**config.mk**
```make
export PLATFORM = sky130hd
export DESIGN_NAME = gpio_maskport
export DESIGN_NICKNAME = d
export VERILOG_FILES = /design/src/rtl/gpio_mp_pkg.sv /design/src/rtl/gpio_mp_regs.sv /design/src/rtl/gpio_mp_idrom.sv /design/src/rtl/gpio_mp_rdmux.sv /design/src/rtl/gpio_maskport.sv
export SDC_FILE = /design/constraint.sdc
export NUM_CORES = 1
export LEC_CHECK = 0
export ABC_AREA = 1
export ABC_CLOCK_PERIOD_IN_PS = 1000
export BUFFER_PORTS_ARGS = -buffer_cell sky130_fd_sc_hd__buf_4
export CAP_MARGIN = 20
export CORE_MARGIN = 10
export CORE_UTILIZATION = 38
export DETAILED_ROUTE_END_ITERATION = 16
export GPL_TIMING_DRIVEN = 0
export PLACE_DENSITY = 0.88
export SLEW_MARGIN = 20
export SYNTH_ARGS = -nofsm -noshare
export SYNTH_HDL_FRONTEND = slang
export SYNTH_SLANG_ARGS = --single-unit
```
**constraint.sdc**
```tcl
create_clock -name clk -period 1 [get_ports clk]
set_clock_uncertainty 0.05 [all_clocks]
set_input_delay 0.2 -clock clk [delete_from_list [all_inputs] [get_ports clk]]
set_output_delay 0.2 -clock clk [all_outputs]
set_load 0.01 [all_outputs]
```
**src/rtl/gpio_mp_pkg.sv**
```systemverilog
package gpio_mp_pkg;
    localparam int GPIO_W   = 8;
    localparam int ADDR_W   = 12;
    localparam int BUS_W    = 32;
    localparam int ID_COUNT = 12;
    localparam logic [ID_COUNT*8-1:0] ID_VALUE = 96'h9C3E71A2_00001F58_00000000;

    typedef struct packed {
        logic [GPIO_W-1:0] data;
        logic [GPIO_W-1:0] dir;
    } gpio_state_t;
endpackage

```
**src/rtl/gpio_mp_regs.sv**
```systemverilog
module gpio_mp_regs
    import gpio_mp_pkg::*;
#(
    parameter int ADDR_W_P = ADDR_W,
    parameter int W        = GPIO_W
) (
    input  logic              clk,
    input  logic              rst_n,
    input  logic              wr_en,
    input  logic              win_hit,
    input  logic              dir_hit,
    input  logic [W-1:0]      mask,
    input  logic [W-1:0]      wval,
    input  logic [W-1:0]      pins,
    output logic [W-1:0]      data_q,
    output logic [W-1:0]      dir_q,
    output logic [W-1:0]      drive
);
    gpio_state_t st_d, st_q;
    logic [W-1:0] wmask;

    always_comb begin
        st_d  = st_q;
        wmask = mask & st_q.dir;
        // input bits follow pins, output bits hold
        st_d.data = (st_q.data & st_q.dir) | (pins & ~st_q.dir);
        if (wr_en && win_hit)
            st_d.data = (st_d.data & ~wmask) | (wval & wmask);
        if (wr_en && dir_hit)
            st_d.dir = wval;
    end

    always_ff @(posedge clk or negedge rst_n) begin
        if (!rst_n) st_q <= '0;
        else        st_q <= st_d;
    end

    assign data_q = st_q.data;
    assign dir_q  = st_q.dir;
    assign drive  = (st_q.data & st_q.dir) | ~st_q.dir;
endmodule

```
**src/rtl/gpio_mp_idrom.sv**
```systemverilog
module gpio_mp_idrom
    import gpio_mp_pkg::*;
#(
    parameter int COUNT = ID_COUNT,
    parameter logic [COUNT*8-1:0] VALUE = ID_VALUE
) (
    input  logic [$clog2(COUNT)-1:0] idx,
    output logic [7:0]               id_byte
);
    logic [7:0] table_w [COUNT];

    for (genvar k = 0; k < COUNT; k++) begin : g_byte
        assign table_w[k] = VALUE[k*8 +: 8];
    end

    always_comb begin
        id_byte = '0;
        for (int k = 0; k < COUNT; k++)
            if (idx == k[$clog2(COUNT)-1:0]) id_byte = table_w[k];
    end
endmodule

```
**src/rtl/gpio_mp_rdmux.sv**
```systemverilog
module gpio_mp_rdmux
    import gpio_mp_pkg::*;
#(
    parameter int W  = GPIO_W,
    parameter int BW = BUS_W
) (
    input  logic          win_hit,
    input  logic          dir_hit,
    input  logic          id_hit,
    input  logic [W-1:0]  mask,
    input  logic [W-1:0]  data_q,
    input  logic [W-1:0]  dir_q,
    input  logic [7:0]    id_byte,
    output logic [BW-1:0] rdata
);
    always_comb begin
        rdata = '0;
        if (win_hit)     rdata[W-1:0] = data_q & mask;
        else if (dir_hit) rdata[W-1:0] = dir_q;
        else if (id_hit)  rdata[7:0]   = id_byte;
    end
endmodule

```
**src/rtl/gpio_maskport.sv**
```systemverilog
module gpio_maskport
    import gpio_mp_pkg::*;
#(
    parameter int AW = ADDR_W,
    parameter int W  = GPIO_W,
    parameter int BW = BUS_W,
    parameter int NID = ID_COUNT
) (
    input  logic          clk,
    input  logic          rst_n,
    input  logic [AW-1:0] bus_addr,
    input  logic          bus_wr,
    input  logic [BW-1:0] bus_wdata,
    output logic [BW-1:0] bus_rdata,
    input  logic [W-1:0]  pin_in,
    output logic [W-1:0]  pin_out
);
    localparam int WORD_W   = AW - 2;
    localparam int IDX_W    = $clog2(NID);
    localparam logic [WORD_W-1:0] DIR_WORD = WORD_W'(1 << W);
    localparam logic [WORD_W-1:0] ID_WORD  = WORD_W'((1 << WORD_W) - NID);

    logic [WORD_W-1:0] word;
    logic [W-1:0]      mask, data_q, dir_q;
    logic              win_hit, dir_hit, id_hit;
    logic [WORD_W-1:0] id_off;
    logic [7:0]        id_byte;
    logic              unused_bits;

    assign word    = bus_addr[AW-1:2];
    assign mask    = bus_addr[W+1:2];
    assign win_hit = (word >> W) == '0;
    assign dir_hit = word == DIR_WORD;
    assign id_hit  = word >= ID_WORD;
    assign id_off  = word - ID_WORD;
    assign unused_bits = ^{bus_addr[1:0], bus_wdata[BW-1:W], id_off[WORD_W-1:IDX_W]};

    gpio_mp_regs #(.ADDR_W_P(AW), .W(W)) u_regs (
        .clk    (clk),
        .rst_n  (rst_n),
        .wr_en  (bus_wr),
        .win_hit(win_hit),
        .dir_hit(dir_hit),
        .mask   (mask),
        .wval   (bus_wdata[W-1:0]),
        .pins   (pin_in),
        .data_q (data_q),
        .dir_q  (dir_q),
        .drive  (pin_out)
    );

    gpio_mp_idrom #(.COUNT(NID), .VALUE(ID_VALUE)) u_id (
        .idx    (id_off[IDX_W-1:0]),
        .id_byte(id_byte)
    );

    gpio_mp_rdmux #(.W(W), .BW(BW)) u_rd (
        .win_hit(win_hit),
        .dir_hit(dir_hit),
        .id_hit (id_hit),
        .mask   (mask),
        .data_q (data_q),
        .dir_q  (dir_q),
        .id_byte(id_byte),
        .rdata  (bus_rdata)
    );
endmodule

```
==> results of run 1 <==
worst max-delay path by stage:
stage,slack [ns],end,from
floorplan,-0.1,bus_rdata[0],bus_addr[3]
global placement,-0.35,bus_rdata[0],bus_addr[2]
detailed placement,-0.35,bus_rdata[5],bus_addr[2]
CTS,-0.27,bus_rdata[2],bus_addr[2]
global route,-0.32,bus_rdata[7],bus_addr[5]
finish,-0.28,bus_rdata[7],bus_addr[2]
logic make-up (layout without fill, tap and decap cells):
family	after synthesis	in the layout	share of synthesized area
AND/OR/NAND/NOR	129	129	0.4690
buffers and inverters	45	119	0.1915
flip-flops	16	16	0.2837
AO/OA/AOI/OAI	15	15	0.05319
other	1	24	0.002657
flip-flops by register name, indices dropped and copies added (netlist names):
name / count
u_regs.data_q: 8
u_regs.dir_q: 8
through the flow:
stage          instance area, um2  std cells
6_report                     2541        351
5_1_grt                      2541        351
4_1_cts                      2384        346
3_5_place_dp                 1927        319
3_3_place_gp                 1927        319
2_1_floorplan                1551        229
layout make-up:
cell class                 count  area, um2  area share
clock buffer                   3      41.29     0.01625
tap                           48      60.06     0.02363
timing repair buffer          71      696.9      0.2742
inverter                      19      80.08     0.03151
multi-input combinational    168       1051      0.4136
buffer                        26      207.7     0.08173
sequential                    16      404.1      0.1590
cells in the final DEF, fill, tap and decap left out, drive strengths merged:
| master | instances |
|---|---|
| conb | 24 |
| nor3 | 1 |
| nand3 | 31 |
| nand2 | 64 |
| inv | 18 |
| nor2 | 20 |
| clkinvlp | 1 |
| buf | 96 |
| dfrtp | 16 |
| o21ai | 15 |
| or2 | 2 |
| nand4 | 11 |
| dlygate4sd3 | 1 |
| clkbuf | 3 |
report_power, final:
part	switching (mW)	internal (mW)
logic	0.297	0.291
registers	0.0173	0.669
clock network	0.237	0.268
total	0.551	1.23
worst register-to-register path: cells and delay by family (launching register included):
kind / cells / cell delay, ns
flip-flops: 1 / 0.43
AND/OR/NAND/NOR: 3 / 0.35
buffers and inverters: 1 / 0.14
repair_timing:
item,CTS,global route
endpoints found under the hold margin,16,0
setup buffers,23,8
setup endpoints to repair,19,25
gates resized for setup,58,46
hold buffers,1,0
pin swaps,24,20
metal layers:
layer  vias to the layer above  routed length [um]  GRT usage
met1                       769                1890     0.1606
met4                         0                 119    0.05709
met3                        14                 466    0.04746
li1                        823                   -          -
met2                        71                2678     0.2604
met5                         -                   0          0
==> results.md, run 1 <==
- Final setup TNS: -3.322 ns
- F_max: 779.1 MHz
- Slowest Stage Delay on Critical Path: 0.14 ns
- Worst EP required: 0.75 ns
- Final Max Tran Viols: 0
- CTS clk-pin slew, worst paths: 0.06 ns
- RR Startpoint: u_regs.dir_q[1]$_DFFE_PN0P_
- Netlist Area Pre-Place: 1411 um2
- Crit path cell chain: buf_12 > nor2_8 > nand2_2 > nor2_4 > buf_12 > nand3_2 > nand3_2 > buf_6
- Avg Inst Size Synth: 6.851 um2
- Yosys Warn Count: 0
- Clock root cell: clkbuf_8
- RSZ-0062 raised after global routing: true
- Clk_lat worst skew: 0.25 ns
- EDFF count, synth: 0
- Sequential share of the synthesized area: 0.2837
- Worst hold path type: input pin to register
- GRT Util Overall: 0.1475
- Final core utilization: 0.6994
- Worst path buffer plus inverter count: 3
- Critical path fanouts, max: 5
- Rows: 22
- P_leak: roughly 1.3 nW
- VDD IR-drop max: 0.0006515 V
- Delay-heaviest family, CP: simple AND/OR/NAND/NOR gates
- WP data arrival: 1.03 ns
- Drt pass-1 iters: 4
- Commonest register cell after synthesis: dfrtp_1
- Vias in the first global route: 1711
- Seq cells post-synth: 16
- Count leader, synth: nand2_1
- Pwr Density: 699.9 nW/um2
- Routed wire length: about 5000 um
- HPWL after DPL: 3279 um
- CTS buffer count: 3
- Starting DRC count in detailed routing: 60
- H-tree Lvls: 1
- Failing checks: negative setup slack
- Hold Path Origin: bus_wdata[0]
- First-pass GRT wire length: 7824 um
- Hold Worst Slack: 0.1159 ns
- Worst setup path class: input pin to output pin
- Number of diodes: 0
- WHS Endpoint: u_regs.data_q[0]$_DFF_PN0_
- Post-DR vias/cell: ~4.8
- Share of the synthesized area in the top cell type: 0.2837
- Area grow syn2layout: 80.05%
- Ys async rst share: 1.000
- Routability congestion estimate: 0.9011
- Vias: 1677
- Cells after Synth: 206
- Top cells by count, synth: nand2_1, nand3_1, buf_4
- Die area: 6552 um2
- Clock tree buffer depth: 2
- Largest net degree at the start of global routing: 17
- PnR worst setup slack: -0.2836 ns
- Pwr Total: 1.779 mW
- Layout cells sized above 1: 0.5809
- R2R depth: 4
- Initial antenna violation count: 0
- Max_cap viols: 0
- Flop-to-flop setup slack: -0.07 ns
- Main area contributors after synthesis: dfrtp_1, nand2_1, buf_4
- Final setup violation count: 19
- Clock tree sinks: 16
- Routed wire length per instance: approximately 15 um
- Final nets: 360
- R2R Path End: u_regs.data_q[1]$_DFF_PN0_
- Port Buf Inserts: 42
- Detail Route Antenna Nets: 0
- Layout fillers: ~280
- Die Wd: between 80 and 90 um
- Hold Vio Cnt, Final: 0
- Status: complete, but fails checks
- Setup slack at placement: -0.3497 ns
- Crit-path slowest cell: buf_12
- Starting Density: 0.3884
- Critical path capture point type: output pin
- Tcrit/Tclk final: 1.284
- Total stage count of the critical path: 8
- Hold path cells: 3
- IO Count: 95
- Gr ovfl total: 0
- Core area: approximately 3600 um2
- CTS tree: done
- Synth area leader: dfrtp_1
- Final Critical Period: 1.284 ns
- Cell variety after synth: 20
- Startpoint Class: input pin
- Die height: 80.95 um
- # DRC: 0
Power figures use the tool's default switching activity.
==> inputs of run 2 (changes only) <==
--- a/config.mk
+++ b/config.mk
@@ -8,13 +8,14 @@
 export ABC_AREA = 1
 export ABC_CLOCK_PERIOD_IN_PS = 1000
 export BUFFER_PORTS_ARGS = -buffer_cell sky130_fd_sc_hd__buf_4
-export CAP_MARGIN = 20
+export CAP_MARGIN = 30
 export CORE_MARGIN = 10
-export CORE_UTILIZATION = 38
+export CORE_UTILIZATION = 40
 export DETAILED_ROUTE_END_ITERATION = 16
 export GPL_TIMING_DRIVEN = 0
-export PLACE_DENSITY = 0.88
+export PLACE_DENSITY = 0.89
 export SLEW_MARGIN = 20
 export SYNTH_ARGS = -nofsm -noshare
 export SYNTH_HDL_FRONTEND = slang
+export SYNTH_HIERARCHICAL = 1
 export SYNTH_SLANG_ARGS = --single-unit
==> run 2 against run 1 <==
The run still ends with negative setup slack left. Synthesized cell count up 38%. Die area up 6.0%. Hold slack better by 0.035 ns.
==> results.md, run 2 <==
- Tcrit/Tclk final: 1.859 (+0.5753)
- Clk_lat worst skew: 0.26 ns (about the same)
- Clock root cell: clkbuf_8
- # DRC: 0 (unchanged)
- Top cells by count, synth: nand2_1, inv_1, nor2_1
- Cell variety after synth: 17 (-15%)
- Vias in the first global route: 2025 (+18%)
- Worst EP required: 0.75 ns (about the same)
- Final setup TNS: -14.11 ns (-10.79 ns)
- Share of the synthesized area in the top cell type: 0.2494 (-0.03427)
- Main area contributors after synthesis: dfrtp_1, nand2_1, inv_1
- Most frequent cells in the layout: nand2_1, buf_4, inv_1, buf_6, conb_1
- Starting DRC count in detailed routing: 275 (+360%)
- CTS clk-pin slew, worst paths: 0.07 ns (about the same)
- Die Wd: 83.35 um (+3.0%)
- Max_cap viols: 0 (unchanged)
- Die height: 83.35 um (+3.0%)
- Commonest non-fill, non-tap cell in the layout: nand2_1
- Final setup violation count: 30 (+11)
- Layout fillers: 259 (-8.2%)
- EDFF count, synth: 0 (unchanged)
- Count leader, synth: nand2_1
- HPWL after DPL: 3527 um (+7.5%)
- Port Buf Inserts: 44 (+4.8%)
- Synth area leader: dfrtp_1
- Post-DR vias/cell: 4.900 (+2.6%)
- Number of diodes: 0 (unchanged)
- Slowest Stage Delay on Critical Path: 0.15 ns (about the same)
- Crit path cell chain: buf_12 > inv_12 > ha_4 > inv_4 > nor2_4 > nand3_2 > nor2_4 > buf_6 > buf_12 > buf_8 > nand2_2 > nand2_2 > nor2_2 > nor2_2 > buf_6
- Worst setup path class: input pin to output pin
- Critical path fanouts, max: 5 (unchanged)
- Hold Vio Cnt, Final: 0 (unchanged)
- Routed wire length per instance: 15.64 um (+6.5%)
- Post-DP Area: 2151 um2 (+12%)
- Worst setup startpoint: bus_addr[5]
- Hold Path Origin: bus_wdata[4]
- Yosys Warn Count: 6 (+6)
- Largest net degree at the start of global routing: 17 (unchanged)
- P_leak: 1.668 nW (+25%)
- Starting Density: 0.4257 (+0.03725)
- Ys async rst share: 1.000 (unchanged)
- Core area: 3771 um2 (+3.8%)
- H-tree Lvls: 1 (unchanged)
- Crit-path slowest cell: nor2_4
- Final Max Tran Viols: 0 (unchanged)
- Area grow syn2layout: 75.68%
- First-pass GRT wire length: 9611 um (+23%)
- Clock tree sinks: 16 (unchanged)
- CTS buffer count: 3 (unchanged)
- IO Count: 95 (unchanged)
- Worst hold path type: input pin to register
- Sequential share of the synthesized area: 0.2494 (-0.03427)
- Failing checks: negative setup slack
- Gr ovfl total: 0 (unchanged)
- Final nets: 450 (+25%)
- Die area: 6947 um2 (+6.0%)
- Detail Route Antenna Nets: 0 (unchanged)
- GRT Util Overall: 0.1608 (+0.01327)
- Netlist Area Pre-Place: 1605 um2 (+14%)
- Routed wire length: 6883 um (+34%)
- RSZ-0062 raised after global routing: true
- Pwr Density: 700.8 nW/um2 (+0.12%)
- Seq cells post-synth: 16 (unchanged)
- PnR worst setup slack: -0.8588 ns (-0.5753 ns)
- Status: complete, but fails checks
- Routability congestion estimate: 0.9411 (+4.4%)
- Startpoint Class: input pin
- Clock tree buffer depth: 2 (unchanged)
- Cells after Synth: 284 (+38%)
- Commonest register cell after synthesis: dfrtp_1
- Initial antenna violation count: 0 (unchanged)
- Critical path capture point type: output pin
- Setup slack at placement: -0.8037 ns (-0.4540 ns)
- Drt pass-1 iters: 5 (+1)
- VDD IR-drop max: 0.0004578 V (-30%)
- RR Startpoint: u_regs/dir_q[6]$_DFFE_PN0P_
- WP data arrival: 1.61 ns (+0.58 ns)
- Layout cells sized above 1: 0.4872 (-0.09361)
- Final instance area: 2820 um2 (+11%)
- Avg Inst Size Synth: 5.652 um2 (-17%)
- Final Critical Period: 1.859 ns (+0.5753 ns)
- Vias: 2156 (+29%)
- F_max: 538.0 MHz (-31%)
- CTS tree: done
- Rows: 22 (unchanged)
run 2: per-layer routing:
metal  GRT usage  share of wire
met2      0.2933           0.49
met3     0.03906           0.11
met1      0.1740           0.35
met4     0.05692          0.057
met5           0              0
run 2: worst paths after layout:
check                                              end  slack [ns]  cells past startpoint
max reg2reg                 u_regs/data_q[6]$_DFF_PN0_       -0.11                      8
min in group asynchronous  u_regs/dir_q[2]$_DFFE_PN0P_        0.30                      2
min reg2reg                u_regs/dir_q[3]$_DFFE_PN0P_        0.50                      2
min                        u_regs/dir_q[4]$_DFFE_PN0P_        0.15                      3
max                                       bus_rdata[6]       -0.86                     15
max in group asynchronous  u_regs/dir_q[4]$_DFFE_PN0P_        0.39                      2
run 2: cell type report:
| type | instances | area [um2] | share of cell area |
|---|---|---|---|
| clock buffer | 4 | 55.05 | 0.01952 |
| tap | 48 | 60.06 | 0.02130 |
| multi-input combinational | 200 | 1035 | 0.3669 |
| buffer | 30 | 244.0 | 0.08651 |
| inverter | 61 | 262.8 | 0.09317 |
| sequential | 16 | 402.9 | 0.1429 |
| timing repair buffer | 81 | 760.7 | 0.2697 |
run 2: cells by family after synthesis:
logic type | Yosys count | synth area share
buffers and inverters | 91 | 0.2931
AO/OA/AOI/OAI | 19 | 0.05924
AND/OR/NAND/NOR | 155 | 0.3804
other | 1 | 0.002336
flip-flops | 16 | 0.2494
adder cells (fa/ha/maj) | 2 | 0.01559
run 2: stage by stage:
stage	total power, mW	cells	hold WS [ns]	utilization
6_report	1.976	440	0.1514	0.7478
2_1_floorplan	1.013	307	-0.1456	-
3_3_place_gp	1.201	399	0.01975	0.5703
5_1_grt	2.049	440	0.1503	0.7478
4_1_cts	1.852	425	0.1568	0.6858
3_5_place_dp	1.211	399	0.02380	0.5703
run 2: worst max-delay path: cells and delay by family:
kind	cells	cell delay [ns]
AND/OR/NAND/NOR	7	0.60
buffers and inverters	7	0.65
adder cells (fa/ha/maj)	1	0.13
run 2: what timing repair did:
item                       in CTS  in global routing
resized for setup              56                 57
gates cloned                    2                  0
pin swaps                      21                 20
hold buffers                    1                  0
hold endpoints to repair       16                  0
setup endpoints to repair      29                 32
setup buffers                  19                 18
run 2: power by group:
group | total [mW] | switching [mW] | internal, mW
combinational | 0.680 | 0.368 | 0.312
sequential | 0.683 | 0.0146 | 0.668
clock | 0.613 | 0.262 | 0.351
total | 1.98 | 0.645 | 1.33
